**config.mk**
```make
export PLATFORM = sky130hd
export DESIGN_NAME = stop_pwr_ctrl
export DESIGN_NICKNAME = d
export VERILOG_FILES = /design/src/rtl/stopctl_pkg.sv /design/src/rtl/stopctl_wake.sv /design/src/rtl/stopctl_stab_cnt.sv /design/src/rtl/stop_pwr_ctrl.sv
export SDC_FILE = /design/constraint.sdc
export NUM_CORES = 1
export LEC_CHECK = 0
export ABC_AREA = 1
export ABC_CLOCK_PERIOD_IN_PS = 1180
export BUFFER_PORTS_ARGS = -buffer_cell sky130_fd_sc_hd__buf_2
export CAP_MARGIN = 30
export CORE_ASPECT_RATIO = 0.8
export CORE_MARGIN = 5
export CORE_UTILIZATION = 42
export CTS_CLUSTER_SIZE = 12
export DETAILED_ROUTE_END_ITERATION = 8
export GPL_TIMING_DRIVEN = 0
export PLACE_DENSITY_LB_ADDON = 0.1
export SLEW_MARGIN = 20
export SYNTH_ARGS = -nofsm -noshare
export SYNTH_HDL_FRONTEND = slang
export SYNTH_SLANG_ARGS = --single-unit
```
**constraint.sdc**
```tcl
create_clock -name clk -period 1.18 [get_ports clk]
set_input_delay 0.059 -clock clk [delete_from_list [all_inputs] [get_ports clk]]
set_output_delay 0.059 -clock clk [all_outputs]
set_load 0.005 [all_outputs]
```
**src/rtl/stopctl_pkg.sv**
```systemverilog
package stopctl_pkg;

  typedef enum logic [1:0] {
    ST_RUN    = 2'd0,
    ST_STOP   = 2'd1,
    ST_STAB   = 2'd2,
    ST_RESUME = 2'd3
  } stop_state_t;

  // Smaller code = higher priority; the lowest priority cannot wake.
  localparam logic [1:0] LVL_NO_WAKE = 2'b11;

  function automatic logic lvl_wakes(input logic [1:0] lvl);
    return lvl != LVL_NO_WAKE;
  endfunction

endpackage

```
**src/rtl/stopctl_wake.sv**
```systemverilog
module stopctl_wake
  import stopctl_pkg::*;
#(
  parameter int N_IRQ = 4
) (
  input  logic [N_IRQ-1:0]   req,
  input  logic [2*N_IRQ-1:0] lvl,
  output logic               wake
);

  logic [N_IRQ-1:0] lane_hit;

  for (genvar g = 0; g < N_IRQ; g++) begin : g_lane
    assign lane_hit[g] = req[g] && lvl_wakes(lvl[2*g +: 2]);
  end

  assign wake = |lane_hit;

endmodule

```
**src/rtl/stopctl_stab_cnt.sv**
```systemverilog
module stopctl_stab_cnt #(
  parameter int STAB_CYCLES = 16
) (
  input  logic clk,
  input  logic por_n,
  input  logic load,
  input  logic run,
  output logic done
);

  localparam int CNT_W = $clog2(STAB_CYCLES + 1);
  localparam logic [CNT_W-1:0] LOAD_VAL = CNT_W'(STAB_CYCLES);

  logic [CNT_W-1:0] cnt;

  always_ff @(posedge clk or negedge por_n) begin
    if (!por_n)                 cnt <= '0;
    else if (load)              cnt <= LOAD_VAL;
    else if (run && cnt != '0)  cnt <= cnt - 1'b1;
  end

  assign done = run && (cnt == CNT_W'(1));

  // the counter never holds more than the programmed wait
  p_cnt_bound_r8: assert property (@(posedge clk) disable iff (!por_n)
    cnt <= LOAD_VAL);

  // expiry leaves the counter empty
  p_cnt_empty_after_done_r8: assert property (@(posedge clk) disable iff (!por_n)
    (done && !load) |=> cnt == '0);

endmodule

```
**src/rtl/stop_pwr_ctrl.sv**
```systemverilog
module stop_pwr_ctrl
  import stopctl_pkg::*;
#(
  parameter int N_IRQ       = 4,
  parameter int STAB_CYCLES = 16
) (
  input  logic               clk,
  input  logic               por_n,
  input  logic               stop_wr,
  input  logic               pin_hiz_sel,
  input  logic               sub_mode,
  input  logic               irq_pending,
  input  logic               rst_req,
  input  logic [N_IRQ-1:0]   ext_irq_req,
  input  logic [2*N_IRQ-1:0] ext_irq_lvl,
  output logic               main_osc_en,
  output logic               sub_osc_en,
  output logic               core_clk_en,
  output logic               pin_hiz,
  output logic               watch_irq_block,
  output logic               cpu_rst_hold,
  output logic               stop_bit,
  output logic               resume_pulse,
  output logic               exit_by_reset
);

  stop_state_t st, st_nx;
  logic hiz_q, sub_q, reason_q, stop_q;

  // named internal events
  logic stop_accept, stop_reject, wake_hit, leave_stop, stab_done;

  stopctl_wake #(.N_IRQ(N_IRQ)) u_wake (
    .req  (ext_irq_req),
    .lvl  (ext_irq_lvl),
    .wake (wake_hit)
  );

  assign stop_accept = (st == ST_RUN) && stop_wr && !irq_pending;
  assign stop_reject = (st == ST_RUN) && stop_wr &&  irq_pending;
  assign leave_stop  = (st == ST_STOP) && (rst_req || wake_hit);

  stopctl_stab_cnt #(.STAB_CYCLES(STAB_CYCLES)) u_stab (
    .clk   (clk),
    .por_n (por_n),
    .load  (leave_stop),
    .run   (st == ST_STAB),
    .done  (stab_done)
  );

  always_comb begin
    st_nx = st;
    unique case (st)
      ST_RUN:    if (stop_accept) st_nx = ST_STOP;
      ST_STOP:   if (leave_stop)  st_nx = ST_STAB;
      ST_STAB:   if (stab_done)   st_nx = ST_RESUME;
      ST_RESUME: st_nx = ST_RUN;
      default:   st_nx = ST_RUN;
    endcase
  end

  always_ff @(posedge clk or negedge por_n) begin
    if (!por_n) begin
      st       <= ST_RUN;
      hiz_q    <= 1'b0;
      sub_q    <= 1'b0;
      reason_q <= 1'b0;
      stop_q   <= 1'b0;
    end else begin
      st <= st_nx;
      if (stop_accept) begin
        hiz_q  <= pin_hiz_sel;
        sub_q  <= sub_mode;
        stop_q <= 1'b1;
      end
      if (leave_stop) reason_q <= rst_req;
      if (stab_done)  stop_q   <= 1'b0;
    end
  end

  always_comb begin
    main_osc_en     = 1'b1;
    sub_osc_en      = 1'b1;
    core_clk_en     = 1'b1;
    pin_hiz         = 1'b0;
    watch_irq_block = 1'b0;
    cpu_rst_hold    = 1'b0;
    resume_pulse    = 1'b0;
    unique case (st)
      ST_STOP: begin
        main_osc_en     = 1'b0;
        sub_osc_en      = !sub_q;
        core_clk_en     = 1'b0;
        pin_hiz         = hiz_q;
        watch_irq_block = 1'b1;
      end
      ST_STAB: begin
        core_clk_en     = 1'b0;
        pin_hiz         = hiz_q;
        watch_irq_block = 1'b1;
        cpu_rst_hold    = reason_q;
      end
      ST_RESUME: resume_pulse = 1'b1;
      default: ;
    endcase
  end

  assign stop_bit      = stop_q;
  assign exit_by_reset = reason_q;

  // a stop write seen with an interrupt pending leaves the block running
  p_reject_stays_run_r3: assert property (@(posedge clk) disable iff (!por_n)
    stop_reject |=> (st == ST_RUN && !stop_q));

  // external requests never move a running block except via a stop write
  p_run_ignores_ext_r6: assert property (@(posedge clk) disable iff (!por_n)
    (st == ST_RUN && !stop_accept) |=> st == ST_RUN);

  // without a wake event or reset the block remains stopped
  p_stop_holds_r6: assert property (@(posedge clk) disable iff (!por_n)
    (st == ST_STOP && !rst_req && !wake_hit) |=> st == ST_STOP);

  // the wait cannot end before the counter expires
  p_stab_holds_r8: assert property (@(posedge clk) disable iff (!por_n)
    (st == ST_STAB && !stab_done) |=> st == ST_STAB);

  // resume is a single-cycle pulse followed by running
  p_resume_single_r9: assert property (@(posedge clk) disable iff (!por_n)
    resume_pulse |=> (!resume_pulse && st == ST_RUN));

  // the stop bit self-clears exactly into the resume cycle
  p_stop_bit_clear_r10: assert property (@(posedge clk) disable iff (!por_n)
    $fell(stop_q) |-> st == ST_RESUME);

endmodule

```
==> impl_results.rst <==
.. list-table::
   :header-rows: 1

   * - Metric
     - Value
   * - Relative slew slack
     - 0.833
   * - Number of ports placed on the die boundary
     - 28
   * - Overall fraction of global-route tracks in use
     - 0.139
   * - Effective utilization at floorplan
     - 0.441
   * - Placed inst area
     - 882 um^2
   * - Critical Setup Path Class
     - flop to primary output
   * - Data required, critical path
     - 1.12 ns
   * - Post-detail-place hpwl
     - 1210 um
   * - Status
     - finished with violations
   * - Classification of the worst-slack hold path
     - primary input to flop
   * - DIE HEIGHT
     - 47.0 um
   * - Maxcap violations
     - 0
   * - Static power due to leakage
     - 0.619 nW
   * - Layout overhead on the synthesized area
     - 51.8%
   * - Post-synthesis instance area
     - 717 um^2
   * - Starting DRC count in detailed routing
     - 10
   * - Number of antenna violations at the first check in global routing
     - 0
   * - Maximum number of pins on one net before global-route repair
     - 12
   * - Power density of the placed cells
     - 2440 nW/um^2
   * - Number of distinct library cells after synthesis
     - 19
   * - Startpoint Class
     - flop
   * - Util after Layout
     - 0.669
   * - Vias per std cell
     - 4.44
   * - Site row count
     - 13
   * - Commonest cells after routing, fill and taps aside
     - sky130_fd_sc_hd__nand2_1, sky130_fd_sc_hd__buf_2, sky130_fd_sc_hd__inv_1
   * - Final Critical Period
     - 1.29 ns
   * - Mapped Nets
     - 125
   * - Routed vias
     - 723
   * - Floorplan die area
     - 2640 um^2
   * - Root buffer cell
     - sky130_fd_sc_hd__clkbuf_4
   * - Data arrival at the endpoint of the critical path
     - 1.23 ns
   * - Post-route standard cell area excluding fillers
     - 1090 um^2
   * - Flop-to-flop setup slack
     - -0.09 ns
   * - Min-delay src
     - rst_req
   * - Final #Nets
     - 168
   * - CP Capture Type
     - primary output
   * - Most frequent standard cell in the layout excluding fill and tap cells
     - sky130_fd_sc_hd__nand2_1
   * - CTS H-tree lvls
     - 1
   * - Simple-gate portion of the synthesized area
     - 0.314
   * - CTS tree
     - done
   * - Sink Count
     - 11
   * - Warnings, synthesis
     - 0
   * - Max IR drop VDD
     - 0.00118 V
   * - Area fraction of the dominant cell type after synthesis
     - 0.384
   * - Post-route antenna net violation count
     - 0
   * - Sequential-to-total area share from yosys stat
     - 0.384
   * - Number of global-route vias before repair
     - 664
   * - Number of synthesized register bits
     - 11
   * - Global-route wire length before repair
     - 2740 um
   * - Period utilisation layout
     - 1.09
   * - Final estimated routing congestion in global placement
     - 0.824
   * - Number of diodes
     - 0
   * - Max Clk Rate
     - 0.775 GHz
   * - Clock skew after layout
     - 0.00539 ns
   * - Total of endpoints with negative setup slack in the final report
     - 11
   * - Main combinational cell family by area after synthesis
     - simple AND/OR/NAND/NOR gates
   * - Die Span X
     - 56.2 um
   * - Worst-Margin Slew
     - 0.250 ns
   * - CP endpoint
     - pin_hiz
   * - Top cell type by total area after synthesis
     - sky130_fd_sc_hd__dfrtp_1
   * - Std-Cell Core Area
     - 1630 um^2
   * - CP max FO
     - 4
   * - Final slew viol count
     - 0
   * - Input/output buffers
     - 27
   * - First-pass iteration count of the detailed router
     - 5
   * - Total length of routed wires
     - 1690 um
   * - Critical Path Start
     - st[1]
   * - Clock-pin slew on the worst setup and hold paths
     - 0.07 ns
   * - Post-synthesis adder-cell area fraction
     - 0.122
   * - DRC Markers
     - 0
   * - Inserted Clock Buffers
     - 3
   * - Post-Syn Instances
     - 99
   * - Share of the synthesized netlist area taken by xor and xnor gates
     - 0.0122
   * - Reg-to-reg endpoint
     - st[0]
   * - Violated checks
     - negative setup slack
   * - Worst flop-to-flop path startpoint
     - st[1]
   * - Mux contribution to synthesized area
     - 0
   * - Detail-routed net length per standard cell
     - 10.4 um
   * - Clock Path Buffers
     - 2
   * - Post-synthesis compound-gate area fraction
     - 0.0524
   * - Sum of overflow across all layers after global routing
     - 0
   * - Cell types with the largest area share after synthesis
     - sky130_fd_sc_hd__dfrtp_1, sky130_fd_sc_hd__nand2_1, sky130_fd_sc_hd__ha_1, sky130_fd_sc_hd__inv_1, sky130_fd_sc_hd__nand3_1
   * - Total count of hold-check failures in the final report
     - 0
   * - Fin worst setup slack
     - -0.110 ns
   * - Clk Latency, worst-skew pair
     - 0.28 ns
   * - Layout cells sized above 1
     - 0.418
   * - Avg Cell Area, Syn
     - 7.24 um^2
   * - Setup repair after global routing missed its margin
     - yes
   * - Reg2reg path depth
     - 5
==> worst min path at each step <==
stage | to | slack (ns) | cells past startpoint
after floorplan | exit_by_reset | -0.24 | 0
after global placement | hiz_q | -0.05 | 1
after detailed placement | hiz_q | -0.06 | 1
after CTS | exit_by_reset | 0.05 | 3
after global routing | exit_by_reset | 0.09 | 3
final | exit_by_reset | 0.05 | 3
==> synthesized netlist by cell type <==
cell                       count
sky130_fd_sc_hd__nand2_2       2
sky130_fd_sc_hd__nand3_2       1
sky130_fd_sc_hd__nand3_1       8
sky130_fd_sc_hd__inv_1        21
sky130_fd_sc_hd__xor2_1        1
sky130_fd_sc_hd__dfrtp_1      11
sky130_fd_sc_hd__nand2_1      34
sky130_fd_sc_hd__nor3_1        1
sky130_fd_sc_hd__a21oi_2       1
sky130_fd_sc_hd__o22ai_1       1
sky130_fd_sc_hd__nor2_1        3
sky130_fd_sc_hd__a21boi_0      1
sky130_fd_sc_hd__nor2_2        2
sky130_fd_sc_hd__a21oi_1       1
sky130_fd_sc_hd__o21ai_0       1
sky130_fd_sc_hd__inv_2         1
sky130_fd_sc_hd__ha_1          7
sky130_fd_sc_hd__o21ai_1       1
sky130_fd_sc_hd__or2_2         1
==> where the power goes <==
| part | total [mW] | switching (mW) | internal, mW |
|---|---|---|---|
| sequential | 0.691 | 0.142 | 0.549 |
| clock | 0.264 | 0.133 | 0.131 |
| combinational | 1.70 | 0.855 | 0.843 |
| total | 2.65 | 1.13 | 1.52 |
==> worst max-delay path: stages, from the launching register on <==
cell and delay (ns):
sky130_fd_sc_hd__dfrtp_1 0.42, sky130_fd_sc_hd__inv_2 0.12, sky130_fd_sc_hd__ha_4 0.23, sky130_fd_sc_hd__nand2_2 0.06, sky130_fd_sc_hd__inv_2 0.03, sky130_fd_sc_hd__buf_6 0.10
==> stage by stage <==
stage / setup TNS [ns] / std cells / worst slack (ns) / total power, mW / hold slack (ns)
floorplan: 0 / 99 / 0.00211 / 1.49 / -0.237
global placement: -0.352 / 148 / -0.107 / 1.84 / -0.0523
detailed placement: -0.469 / 148 / -0.114 / 1.87 / -0.0556
CTS: -0.482 / 161 / -0.0986 / 2.42 / 0.0500
global route: -1.63 / 163 / -0.183 / 2.91 / 0.0887
finish: -0.686 / 163 / -0.110 / 2.65 / 0.0500
==> metal layers <==
layer | global-route usage | wire length (um)
met1 | 0.157 | 718
met2 | 0.245 | 810
met3 | 0.0714 | 143
met4 | 0.0284 | 21
met5 | 0 | 0
==> timing repair <==
action                                 4_1_cts  5_1_grt
pin swaps                                    1        1
cloned                                       0        0
setup buffers                                6        2
hold buffers                                 3        0
setup endpoints to repair                   13       15
resized for setup                            7       13
endpoints found under the hold margin       13        0
==> cells by family (layout without fill, tap and decap cells) <==
group	count (synthesis)	after routing
buffers and inverters	22	64
AO/OA/AOI/OAI	6	6
flip-flops	11	11
AND/OR/NAND/NOR	52	52
adder cells (fa/ha/maj)	7	7
XOR/XNOR	1	1
==> sequential cells by signal, summed over array words and instances, names as in the netlist <==
register	count
exit_by_reset	1
u_stab.cnt	5
hiz_q	1
sub_q	1
st	2
stop_bit	1
==> final cells by class <==
| cell class | instances | area [um^2] |
|---|---|---|
| clock buffers | 4 | 26.3 |
| fillers | 135 | 538 |
| inverters | 22 | 82.6 |
| multi-input cells | 66 | 432 |
| flip-flops and latches | 11 | 275 |
| well taps | 22 | 27.5 |
| repair buffers | 38 | 245 |
No activity file was read; power rests on OpenSTA's default activity.
